$ cat config.mk
export PLATFORM = sky130hd
export DESIGN_NAME = pfd_tristate_top
export DESIGN_NICKNAME = d
export VERILOG_FILES = /design/src/rtl/pfd_pkg.sv /design/src/rtl/pfd_rise.sv /design/src/rtl/pfd_flops.sv /design/src/rtl/pfd_lock_mon.sv /design/src/rtl/pfd_pwr_ctl.sv /design/src/rtl/pfd_tristate_top.sv
export SDC_FILE = /design/constraint.sdc
export NUM_CORES = 1
export LEC_CHECK = 0
export BUFFER_PORTS_ARGS = -buffer_cell sky130_fd_sc_hd__buf_2
export CAP_MARGIN = 25
export CORE_MARGIN = 3
export CORE_UTILIZATION = 47
export CTS_CLUSTER_SIZE = 8
export DETAILED_ROUTE_END_ITERATION = 16
export GPL_TIMING_DRIVEN = 1
export PLACE_DENSITY = 0.71
export SETUP_SLACK_MARGIN = 0.2
export SYNTH_ARGS = -nofsm -noshare
export SYNTH_HDL_FRONTEND = slang
export SYNTH_SLANG_ARGS = --single-unit
$ cat constraint.sdc
create_clock -name clk -period 1.35 [get_ports clk]
set_input_delay 0.0675 -clock clk [delete_from_list [all_inputs] [get_ports clk]]
set_output_delay 0.0675 -clock clk [all_outputs]
set_load 0.02 [all_outputs]
$ cat src/rtl/pfd_pkg.sv
package pfd_pkg;

    typedef enum logic [1:0] {
        PWR_RUN  = 2'd0,
        PWR_WAIT = 2'd1,
        PWR_DOWN = 2'd2
    } pwr_state_e;

    typedef struct packed {
        logic up;
        logic dn;
    } pump_req_t;

    localparam int unsigned CH_REF = 0;
    localparam int unsigned CH_FB  = 1;
    localparam int unsigned N_CH   = 2;

    function automatic pump_req_t map_polarity(input logic pol_pos,
                                               input logic ref_set,
                                               input logic fb_set);
        pump_req_t r;
        r.up = pol_pos ? ref_set : fb_set;
        r.dn = pol_pos ? fb_set  : ref_set;
        return r;
    endfunction

endpackage

$ cat src/rtl/pfd_rise.sv
module pfd_rise #(
    parameter int unsigned W = 2
) (
    input  logic         clk,
    input  logic         rst,
    input  logic [W-1:0] sig_i,
    output logic [W-1:0] rise_o
);
    logic [W-1:0] prev_q;

    for (genvar g = 0; g < W; g++) begin : g_ch
        always_ff @(posedge clk) begin
            if (rst) prev_q[g] <= 1'b0;
            else     prev_q[g] <= sig_i[g];
        end
        assign rise_o[g] = sig_i[g] & ~prev_q[g];
    end
endmodule

$ cat src/rtl/pfd_flops.sv
module pfd_flops
    import pfd_pkg::*;
(
    input  logic            clk,
    input  logic            rst,
    input  logic            hold_i,
    input  logic [N_CH-1:0] rise_i,
    output logic [N_CH-1:0] set_o,
    output logic            cmp_o
);
    logic [N_CH-1:0] set_q;
    logic            clr_q;
    logic            cmp_q;

    // Clear is registered once after both flops are set: minimum pulse of 2 cycles.
    always_ff @(posedge clk) begin
        if (rst || hold_i) begin
            clr_q <= 1'b0;
            cmp_q <= 1'b0;
        end else begin
            clr_q <= (&set_q) & ~clr_q;
            cmp_q <= clr_q;
        end
    end

    for (genvar g = 0; g < N_CH; g++) begin : g_ff
        always_ff @(posedge clk) begin
            if (rst || hold_i)  set_q[g] <= 1'b0;
            else if (clr_q)     set_q[g] <= rise_i[g];
            else                set_q[g] <= set_q[g] | rise_i[g];
        end
    end

    assign set_o = set_q;
    assign cmp_o = cmp_q;
endmodule

$ cat src/rtl/pfd_lock_mon.sv
module pfd_lock_mon
    import pfd_pkg::*;
#(
    parameter int unsigned LOCK_CYCLES = 8,
    parameter int unsigned MAX_WIDTH   = 2
) (
    input  logic            clk,
    input  logic            rst,
    input  logic            hold_i,
    input  logic [N_CH-1:0] busy_i,
    input  logic            cmp_i,
    output logic            lock_o
);
    localparam int unsigned WSAT = MAX_WIDTH + 1;
    localparam int unsigned WW   = $clog2(WSAT + 1);
    localparam int unsigned CW   = $clog2(LOCK_CYCLES + 1);

    logic [WW-1:0]   width_q [N_CH];
    logic [N_CH-1:0] too_wide;
    logic [CW-1:0]   good_q;

    for (genvar g = 0; g < N_CH; g++) begin : g_w
        always_ff @(posedge clk) begin
            if (rst || hold_i)
                width_q[g] <= '0;
            else if (!busy_i[g])
                width_q[g] <= '0;
            else if (width_q[g] != WW'(WSAT))
                width_q[g] <= width_q[g] + 1'b1;
        end
        assign too_wide[g] = (width_q[g] > WW'(MAX_WIDTH));
    end

    always_ff @(posedge clk) begin
        if (rst || hold_i)
            good_q <= '0;
        else if (|too_wide)
            good_q <= '0;
        else if (cmp_i && good_q != CW'(LOCK_CYCLES))
            good_q <= good_q + 1'b1;
    end

    assign lock_o = (good_q == CW'(LOCK_CYCLES));
endmodule

$ cat src/rtl/pfd_pwr_ctl.sv
module pfd_pwr_ctl
    import pfd_pkg::*;
(
    input  logic clk,
    input  logic rst,
    input  logic load_i,
    input  logic val_i,
    input  logic tristate_i,
    input  logic busy_i,
    output logic pending_o,
    output logic down_o
);
    pwr_state_e state_q, state_d;

    always_comb begin
        state_d = state_q;
        if (load_i) begin
            if (!val_i)
                state_d = PWR_RUN;
            else if (tristate_i || state_q == PWR_DOWN)
                state_d = PWR_DOWN;
            else
                state_d = PWR_WAIT;
        end else if (state_q == PWR_WAIT && !busy_i) begin
            state_d = PWR_DOWN;
        end
    end

    always_ff @(posedge clk) begin
        if (rst) state_q <= PWR_RUN;
        else     state_q <= state_d;
    end

    assign pending_o = (state_q == PWR_WAIT);
    assign down_o    = (state_q == PWR_DOWN);
endmodule

$ cat src/rtl/pfd_tristate_top.sv
module pfd_tristate_top
    import pfd_pkg::*;
#(
    parameter int unsigned LOCK_CYCLES = 8,
    parameter int unsigned MAX_WIDTH   = 2
) (
    input  logic clk,
    input  logic rst,
    input  logic ref_i,
    input  logic fb_i,
    input  logic pol_pos_i,
    input  logic tristate_i,
    input  logic pd_load_i,
    input  logic pd_val_i,
    output logic pump_up_o,
    output logic pump_dn_o,
    output logic pump_oe_o,
    output logic lock_o,
    output logic pd_pend_o,
    output logic pd_active_o
);
    logic [N_CH-1:0] lvl;
    logic [N_CH-1:0] rise;
    logic [N_CH-1:0] set_q;
    logic            cmp;
    logic            down;
    pump_req_t       req;

    assign lvl[CH_REF] = ref_i;
    assign lvl[CH_FB]  = fb_i;

    pfd_rise #(.W(N_CH)) u_rise (
        .clk(clk), .rst(rst), .sig_i(lvl), .rise_o(rise)
    );

    pfd_flops u_flops (
        .clk(clk), .rst(rst), .hold_i(down),
        .rise_i(rise), .set_o(set_q), .cmp_o(cmp)
    );

    pfd_lock_mon #(.LOCK_CYCLES(LOCK_CYCLES), .MAX_WIDTH(MAX_WIDTH)) u_lock (
        .clk(clk), .rst(rst), .hold_i(down),
        .busy_i(set_q), .cmp_i(cmp), .lock_o(lock_o)
    );

    pfd_pwr_ctl u_pwr (
        .clk(clk), .rst(rst), .load_i(pd_load_i), .val_i(pd_val_i),
        .tristate_i(tristate_i), .busy_i(|set_q),
        .pending_o(pd_pend_o), .down_o(down)
    );

    assign req         = map_polarity(pol_pos_i, set_q[CH_REF], set_q[CH_FB]);
    assign pump_oe_o   = ~tristate_i & ~down;
    assign pump_up_o   = pump_oe_o & req.up;
    assign pump_dn_o   = pump_oe_o & req.dn;
    assign pd_active_o = down;
endmodule

==> impl_metrics.json, run 1 <==
{
  "status": "finished, final reports clean",
  "fin_ws_ns": 0.00694,
  "ant_nets": 0,
  "io_pins": 14,
  "gp_routability_congestion": 0.799,
  "hold_viol_final": 0,
  "cell_internal_pwr_uw": 685,
  "wl_um": 1720,
  "clock.fmax_mhz": 745,
  "setup_tns_ns": 0,
  "worstPathCellList": "ha_2 > or4_4 > a21oi_2",
  "hold_path_end": "u_pwr.state_q[0]$_SDFFE_PP0P_",
  "p_switching_uw": 250,
  "drive_gt1_frac": 0.525,
  "period_minus_slack_ns": 1.34,
  "dr.pass1.iters": 4,
  "drc": 0,
  "die_x_um": 46.2,
  "viasPerCell": 5.42,
  "cts_buffers": 3,
  "ir_drop_v": 0.000929,
  "cap_viol_max_count": 0,
  "max_stage_delay_ns": 0.56,
  "nets": 114,
  "clk_latency_ns": 0.29,
  "r2r_slack_ns": 0.007,
  "fin_skew_ns": 0.00516,
  "path_buf_inv": 0,
  "p_per_area_nw_per_um2": 859,
  "min_path_type": "in2reg",
  "route.vias.total": 629,
  "clkSlewWorstSetupHoldPaths_ns": 0.09,
  "clkPwrFrac": 0.280,
  "root_buffer": "clkbuf_4",
  "whs_path_depth": 2,
  "rows": 13,
  "dp_hpwl_um": 1070,
  "yosys_warnings": 0,
  "cp-start-kind": "flop",
  "antenna_found_initial": 0,
  "r2r_cells": 3,
  "die_area_sq_um": 2140,
  "async_flop_share": 0,
  "share_comb_of_total_power": 0.156,
  "avgSynthCellArea_sq_um": 10.3,
  "initial_core_util": 0.544,
  "cts.sinks": 16,
  "worstMarginPinSlew_ns": 0.223,
  "rsz0062_at_grt": "yes",
  "arrival_ns": 1.58,
  "drtIter0Drc": 12,
  "cts_tree": "built",
  "rr_endpoint": "u_lock.good_q[2]$_SDFFE_PP0P_",
  "ys.flop_type": "dfxtp_1",
  "grtUsageTotal": 0.185,
  "seq_area_frac_synth": 0.474,
  "core_sq_um": 1400,
  "finalSetupViolCount": 0,
  "hp-start": "rst",
  "synth_nets": 86,
  "ys_ff_latch": 16,
  "wire_per_inst_um": 14.8,
  "path_delay_family": "simple AND/OR/NAND/NOR gates",
  "p_seq_frac": 0.565,
  "timing.rr.start": "u_lock.width_q[0][0]$_SDFFCE_PN0P_",
  "critPathMaxFanout": 4,
  "grt_pass1_vias": 639,
  "synth_edf_count": 4,
  "grt_pass1_wl_um": 2730,
  "ys_top_cells_by_area": "dfxtp_1 (32%), edfxtp_1 (16%), ha_1 (6.6%)",
  "total_power_uw": 935,
  "io_buffer_count": 13,
  "drv_slew": 0,
  "synth.distinct_cells": 33,
  "syn_inst": 74,
  "gr-total-overflow": 0,
  "yosys.area.top_type": "dfxtp_1",
  "pre_cts_slack_ns": 0.0176,
  "synth.most_common_cell": "dfxtp_1",
  "crit_slowest_cell": "or4_4",
  "required_ns": 1.58,
  "clk_path_buf_depth": 2,
  "htreeDepth": 1,
  "min_period_over_period": 0.995,
  "end_kind": "flop",
  "syn_area_sq_um": 761,
  "nFillCells": 94,
  "grt_max_degree": 10,
  "power_switching_share": 0.268,
  "area_growth_pct": 43.1,
  "yosysTopAreaCellShare": 0.316,
  "leakagePower_uw": 0.000431,
  "synth.cells.most_frequent": "dfxtp_1 (12), inv_1 (5)",
  "dieHeight_um": 46.2,
  "diodes": 0,
  "maxSlewHeadroom": 0.850,
  "worstSetupPathType": "reg2reg"
}
==> metrics by stage <==
step | cell area (sq um) | util | hold WS, ns | cells
after floorplan | 764 | - | 0.139 | 74
after global placement | 867 | 0.620 | 0.287 | 105
after detailed placement | 867 | 0.620 | 0.298 | 105
after CTS | 1020 | 0.727 | 0.0249 | 115
after global routing | 1090 | 0.778 | 0.0690 | 116
final | 1090 | 0.778 | 0.0649 | 116
==> cells in the final DEF (no fill, tap or decap), types with 3 or more instances in the layout <==
cell type	count
buf_2	9
buf_4	9
dfxtp_1	7
edfxtp_1	4
inv_2	3
nor2_1	3
nand2_1	3
inv_1	3
o21ai_0	3
a21oi_2	3
clkbuf_4	3
dlygate4sd3_1	3
dfxtp_2	3
==> worst max path at each step <==
| stage | from | end | slack (ns) | depth (start not counted) |
|---|---|---|---|---|
| after CTS | u_lock.width_q[0][0]$_SDFFCE_PN0P_ | u_lock.good_q[0]$_SDFFE_PP0P_ | 0.02 | 3 |
| after floorplan | u_lock.width_q[1][0]$_SDFFCE_PN0P_ | u_lock.good_q[0]$_SDFFE_PP0P_ | 0.05 | 3 |
| after detailed placement | u_lock.width_q[1][0]$_SDFFCE_PN0P_ | u_lock.good_q[0]$_SDFFE_PP0P_ | 0.02 | 3 |
| after global routing | u_lock.width_q[0][0]$_SDFFCE_PN0P_ | u_lock.good_q[3]$_SDFFE_PP0P_ | -0.04 | 3 |
| final | u_lock.width_q[0][0]$_SDFFCE_PN0P_ | u_lock.good_q[2]$_SDFFE_PP0P_ | 0.007 | 3 |
| after global placement | u_lock.width_q[1][0]$_SDFFCE_PN0P_ | u_lock.good_q[0]$_SDFFE_PP0P_ | 0.05 | 3 |
==> routing by layer <==
metal / global-route usage / share of wire / vias to the layer above
li1: - / - / 317
met1: 0.201 / 0.44 / 300
met2: 0.321 / 0.52 / 10
met3: 0.0703 / 0.032 / 2
met4: 0.0682 / 0.0076 / 0
met5: 0 / 0 / -
==> power by group through the flow <==
| stage | Clock [uW] | Sequential (uW) | Combinational (uW) |
|---|---|---|---|
| after floorplan | 0 | 527 | 71.1 |
| final | 262 | 528 | 146 |
| after global routing | 288 | 531 | 158 |
| after detailed placement | 0 | 532 | 101 |
| after CTS | 271 | 524 | 126 |
| after global placement | 0 | 530 | 99.2 |
==> state kept, by name (all words and copies together), names as in the netlist <==
name            count
u_lock.width_q      4
u_rise.prev_q       2
u_flops.cmp_o       1
u_pwr.state_q       2
u_flops.clr_q       1
u_lock.good_q       4
u_flops.set_o       2
==> what timing repair did <==
item	CTS	global route
resized for setup	21	11
pin swaps	7	0
hold buffers	3	0
setup endpoints to repair	18	19
cloned	1	0
setup buffers	2	1
endpoints found under the hold margin	3	0
==> layout make-up <==
cell class                 instances  area, sq um  area share
multi-input combinational         52          484       0.445
sequential                        16          372       0.341
timing repair buffer              23          165       0.152
clock buffer                       3         22.5      0.0207
inverter                           6         22.5      0.0207
tap                               15         18.8      0.0172
clock inverter                     1         3.75     0.00345
==> cells by family after synthesis <==
kind of cell / after synthesis / synth area share
fa+ha+maj: 4 / 0.0658
simple gates: 34 / 0.285
xor+xnor: 1 / 0.0115
buf+inv: 7 / 0.0444
flops: 16 / 0.474
compound gates: 10 / 0.0938
mux: 2 / 0.0263
Note: power is estimated with default switching activity, not from simulation.
==> inputs of run 2 (changes only) <==
==> constraint.sdc (replaced) <==
create_clock -name clk -period 1.35 [get_ports clk]
set_input_delay 0.2025 -clock clk [delete_from_list [all_inputs] [get_ports clk]]
set_output_delay 0.2025 -clock clk [all_outputs]
set_load 0.02 [all_outputs]
==> run 2 against run 1 <==
  * The run now ends with setup timing left
  * First-iteration DRC count up 67%
  * Count of clock-buffer cells in the layout up 1
  * Cell area up 12%
  * Combinational power up 35%
  * Critical path type unchanged
  * Largest power group unchanged
==> impl_metrics.json, run 2 (synthesis results as in run 1) <==
{
  "status": "finished, violations left",
  "violations": "setup timing",
  "fin_ws_ns": -0.0817,
  "initial_core_util": 0.544,
  "fin_skew_ns": 0.00550,
  "ant_nets": 0,
  "ir_drop_v": 0.000632,
  "critPathMaxFanout": 7,
  "arrival_ns": 1.55,
  "drive_gt1_frac": 0.661,
  "gr-total-overflow": 0,
  "leakagePower_uw": 0.000503,
  "crit_slowest_cell": "dfxtp_4",
  "r2r_cells": 4,
  "cts_hold_buf": 0,
  "finalSetupViolCount": 4,
  "setup_tns_ns": -0.157,
  "cp-start-kind": "flop",
  "rr_endpoint": "u_lock.width_q[1][0]$_SDFFCE_PN0P_",
  "area_growth_pct": 59.9,
  "path_delay_family": "simple AND/OR/NAND/NOR gates",
  "cts_tree": "built",
  "die_area_sq_um": 2140,
  "p_per_area_nw_per_um2": 862,
  "io_buffer_count": 13,
  "worstSetupPathType": "reg2reg",
  "clock.fmax_mhz": 698,
  "dr.pass1.iters": 4,
  "gp_routability_congestion": 0.795,
  "rsz0062_at_grt": "yes",
  "reg_top3": "u_lock.good_q x4, u_lock.width_q x4",
  "period_minus_slack_ns": 1.43,
  "grt_max_degree": 10,
  "root_buffer": "clkbuf_4",
  "dieHeight_um": 46.2,
  "finalHoldWorstSlack_ns": 0.120,
  "min_period_over_period": 1.06,
  "cts_buffers": 3,
  "required_ns": 1.46,
  "layout_commonest_cell": "buf_4",
  "maxSlewHeadroom": 0.808,
  "core_sq_um": 1400,
  "r2r_slack_ns": -0.08,
  "drv_slew": 0,
  "io_pins": 14,
  "viasPerCell": 5.72,
  "whs_path_depth": 3,
  "hold_path_end": "u_rise.prev_q[1]$_SDFF_PP0_",
  "nets": 125,
  "diodes": 0,
  "htreeDepth": 1,
  "grtUsageTotal": 0.246,
  "clk_path_buf_depth": 2,
  "grt_pass1_vias": 754,
  "grt_pass1_wl_um": 3580,
  "clkSlewWorstSetupHoldPaths_ns": 0.10,
  "cap_viol_max_count": 0,
  "route.vias.total": 727,
  "worstMarginPinSlew_ns": 0.287,
  "clk_latency_ns": 0.30,
  "min_path_type": "in2reg",
  "rows": 13,
  "cts.sinks": 16,
  "path_buf_inv": 1,
  "crit_start": "u_pwr.state_q[1]$_SDFFE_PP0P_",
  "end_kind": "flop",
  "max_stage_delay_ns": 0.36,
  "drtIter0Drc": 20,
  "hp-start": "fb_i",
  "hold_viol_final": 0,
  "wire_per_inst_um": 18.6,
  "wl_um": 2360,
  "die_x_um": 46.2,
  "dp_hpwl_um": 1040,
  "drc": 0,
  "layout_common_cells": "buf_4 (16), buf_6 (12), buf_2 (7), dfxtp_1 (6), dfxtp_2 (5)",
  "antenna_found_initial": 0,
  "timing.rr.start": "u_pwr.state_q[1]$_SDFFE_PP0P_",
  "worstPathCellList": "nor2b_4 > buf_6 > or2_4 > nor4_2"
}
run 2: changes by cell type in the layout (fill, tap and decap cells not counted), sizes merged:
cell | before | now
clkbuf | 3 | 4
dlygate4sd3 | 3 | 0
nor2b | 3 | 2
buf | 20 | 35
clkinv | 1 | 0
run 2: area by class of cell:
class                      instances  area, sq um
inverter                           6         22.5
tap                               15         18.8
multi-input combinational         51          478
sequential                        16          370
fill                              59          183
clock buffer                       4         36.3
timing repair buffer              35          290
run 2: power breakdown:
part           switching [uW]  internal [uW]
sequential               20.3            506
combinational            93.7            103
clock                     160            165
run 2: metrics by stage:
stage / util / total power [uW] / worst slack [ns] / instance area (sq um) / cells
final: 0.869 / 1050 / -0.0817 / 1220 / 127
after CTS: 0.821 / 1010 / -0.00429 / 1150 / 123
after floorplan: - / 600 / 0.0486 / 774 / 74
after detailed placement: 0.627 / 634 / 0.0116 / 877 / 105
after global placement: 0.627 / 632 / 0.0484 / 877 / 105
after global routing: 0.869 / 1090 / -0.120 / 1220 / 127
run 2: worst reg2reg max path, delay by kind of cell (launching register included):
kind / cells / cell delay, ns
buf+inv: 1 / 0.13
flops: 1 / 0.36
simple gates: 3 / 0.75
run 2: worst max path at each step:
stage	endpoint	slack, ns	depth (start not counted)
finish	u_lock.width_q[1][0]$_SDFFCE_PN0P_	-0.08	4
CTS	lock_o	-0.004	5
global placement	u_lock.good_q[0]$_SDFFE_PP0P_	0.05	3
detailed placement	u_lock.good_q[0]$_SDFFE_PP0P_	0.01	3
floorplan	u_lock.good_q[0]$_SDFFE_PP0P_	0.05	3
global route	u_pwr.state_q[1]$_SDFFE_PP0P_	-0.12	5
run 2: repair_timing:
action,CTS,global route
pin swaps,10,6
gates resized for setup,35,10
setup buffers,14,4
setup endpoints to repair,18,24
run 2: metal layers:
layer	share of wire	vias to the layer above	GRT usage
met3	0.046	13	0.0938
met2	0.49	28	0.379
met1	0.42	346	0.289
met5	0	-	0
li1	-	340	-
met4	0.040	0	0.136
==> inputs of run 3 (changes only) <==
--- a/config.mk
+++ b/config.mk
@@ -11,8 +11,8 @@
 export CORE_UTILIZATION = 47
 export CTS_CLUSTER_SIZE = 8
 export DETAILED_ROUTE_END_ITERATION = 16
-export GPL_TIMING_DRIVEN = 1
-export PLACE_DENSITY = 0.71
+export GPL_TIMING_DRIVEN = 0
+export PLACE_DENSITY = 0.72
 export SETUP_SLACK_MARGIN = 0.2
 export SYNTH_ARGS = -nofsm -noshare
 export SYNTH_HDL_FRONTEND = slang
==> run 3 against run 2 <==
  * The run now ends clean
  * Cell count fell by 6.3%
  * Global-route usage down 7.9 points
  * Register-to-register slack better by 0.09 ns
  * First-iteration DRC count decreased by 65%
  * Fmax increased by 6.3%
  * Clock skew down 0.0017 ns
  * Sequential share of layout area increased by 2.8 points
  * Critical path type unchanged
  * Critical endpoint is now u_lock.good_q[1]$_SDFFE_PP0P_
  * Highest routed layer unchanged
==> impl_metrics.json, run 3 (synthesis results as in run 1) <==
{
  "drive_gt1_frac": 0.596,
  "worstMarginPinSlew_ns": 0.267,
  "fin_util": 0.796,
  "clkPwrFrac": 0.263,
  "dieHeight_um": 46.2,
  "p_per_area_nw_per_um2": 847,
  "grt_max_degree": 10,
  "worstPathCellList": "ha_2 > or4_4 > a21oi_2",
  "worstSetupPathType": "reg2reg",
  "wl_um": 1800,
  "timing.rr.start": "u_lock.width_q[0][0]$_SDFFCE_PN0P_",
  "rsz0062_at_grt": "yes",
  "viasPerCell": 5.47,
  "dp_hpwl_um": 1040,
  "crit_start": "u_lock.width_q[0][0]$_SDFFCE_PN0P_",
  "clkSlewWorstSetupHoldPaths_ns": 0.09,
  "max_stage_delay_ns": 0.54,
  "min_path_type": "in2reg",
  "die_x_um": 46.2,
  "path_delay_family": "simple AND/OR/NAND/NOR gates",
  "crit_slowest_cell": "or4_4",
  "ant_nets": 0,
  "area_growth_pct": 46.4,
  "cts_tree": "built",
  "hold_viol_final": 0,
  "ir_drop_v": 0.000895,
  "finalHoldWorstSlack_ns": 0.142,
  "diodes": 0,
  "p_seq_frac": 0.554,
  "cts_hold_buf": 0,
  "period_minus_slack_ns": 1.35,
  "end_kind": "flop",
  "htreeDepth": 1,
  "leakagePower_uw": 0.000448,
  "io_buffer_count": 13,
  "min_period_over_period": 0.997,
  "wire_per_inst_um": 15.1,
  "share_comb_of_total_power": 0.183,
  "io_pins": 14,
  "fin_skew_ns": 0.00381,
  "cts_buffers": 3,
  "power_switching_share": 0.249,
  "grtUsageTotal": 0.166,
  "initial_core_util": 0.544,
  "layout_commonest_cell": "buf_4",
  "root_buffer": "clkbuf_4",
  "reg_top3": "u_lock.good_q x4, u_lock.width_q x4",
  "cp-start-kind": "flop",
  "required_ns": 1.56,
  "critPathMaxFanout": 4,
  "p_switching_uw": 235,
  "core_sq_um": 1400,
  "arrival_ns": 1.55,
  "grt_pass1_vias": 581,
  "nets": 117,
  "dr.pass1.iters": 4,
  "cell_internal_pwr_uw": 709,
  "clk_path_buf_depth": 2,
  "clock.fmax_mhz": 743,
  "gr-total-overflow": 0,
  "status": "finished, final reports clean",
  "die_area_sq_um": 2140,
  "route.vias.total": 651,
  "path_buf_inv": 0,
  "grt_pass1_wl_um": 2470,
  "total_power_uw": 943,
  "hp-start": "pd_load_i",
  "drv_slew": 0,
  "cap_viol_max_count": 0,
  "antenna_found_initial": 0,
  "finalSetupViolCount": 0,
  "drc": 0,
  "maxSlewHeadroom": 0.821,
  "gp_routability_congestion": 0.756,
  "rows": 13,
  "layout_common_cells": "buf_4 (13), buf_2 (7), buf_6 (6), dfxtp_1 (6), dfxtp_2 (5)",
  "drtIter0Drc": 7,
  "clk_latency_ns": 0.28,
  "cts.sinks": 16
}
run 3: changes by cell type in the layout (fill, tap and decap cells not counted), moves of 2 or more:
cell	change
buf_4	-3
and2_1	+2
and2_4	-2
buf_6	-6
run 3: worst reg2reg max path: stages (launching register included):
cell and delay (ns):
edfxtp_1 0.40, ha_2 0.22, or4_4 0.54, a21oi_2 0.13
run 3: final cells by class:
cell class,instances,area [sq um]
buffer,1,15.0
clock buffer,4,26.3
fill,94,285
tap,15,18.8
sequential,16,370
inverter,6,22.5
timing repair buffer,26,200
multi-input combinational,51,460
run 3: metrics by stage:
stage / setup TNS, ns / instances / setup WS [ns] / area, sq um
floorplan: 0 / 74 / 0.0486 / 774
global placement: -0.0163 / 102 / -0.0112 / 858
detailed placement: -0.0761 / 102 / -0.0303 / 858
CTS: 0 / 115 / 0.00835 / 1010
global route: -0.212 / 119 / -0.0391 / 1110
finish: 0 / 119 / 0.00339 / 1110
run 3: timing repair:
action	in CTS	in global routing
setup buffers	9	4
gates resized for setup	21	16
endpoints found under the setup margin	19	22
pin swaps	6	4
run 3: routing by layer:
layer / GRT usage / wire length [um] / vias to the layer above
met1: 0.198 / 856 / 309
met3: 0.0586 / 59 / 2
met2: 0.277 / 867 / 14
met4: 0.0511 / 13 / 0
met5: 0 / 0 / -
li1: - / - / 326
run 3: worst paths after layout:
kind / to / cells after the start / slack, ns
max: u_lock.good_q[1]$_SDFFE_PP0P_ / 3 / 0.003
min: u_pwr.state_q[1]$_SDFFE_PP0P_ / 2 / 0.14
max reg2reg: u_lock.good_q[1]$_SDFFE_PP0P_ / 3 / 0.003
min reg2reg: u_flops.set_o[0]$_SDFF_PP0_ / 2 / 0.50
run 3: power by group through the flow:
stage | clock network (uW) | logic, uW | registers [uW]
after floorplan | 0 | 73.6 | 527
after global placement | 0 | 105 | 530
after detailed placement | 0 | 109 | 531
after CTS | 259 | 137 | 521
after global routing | 280 | 185 | 525
final | 248 | 173 | 523
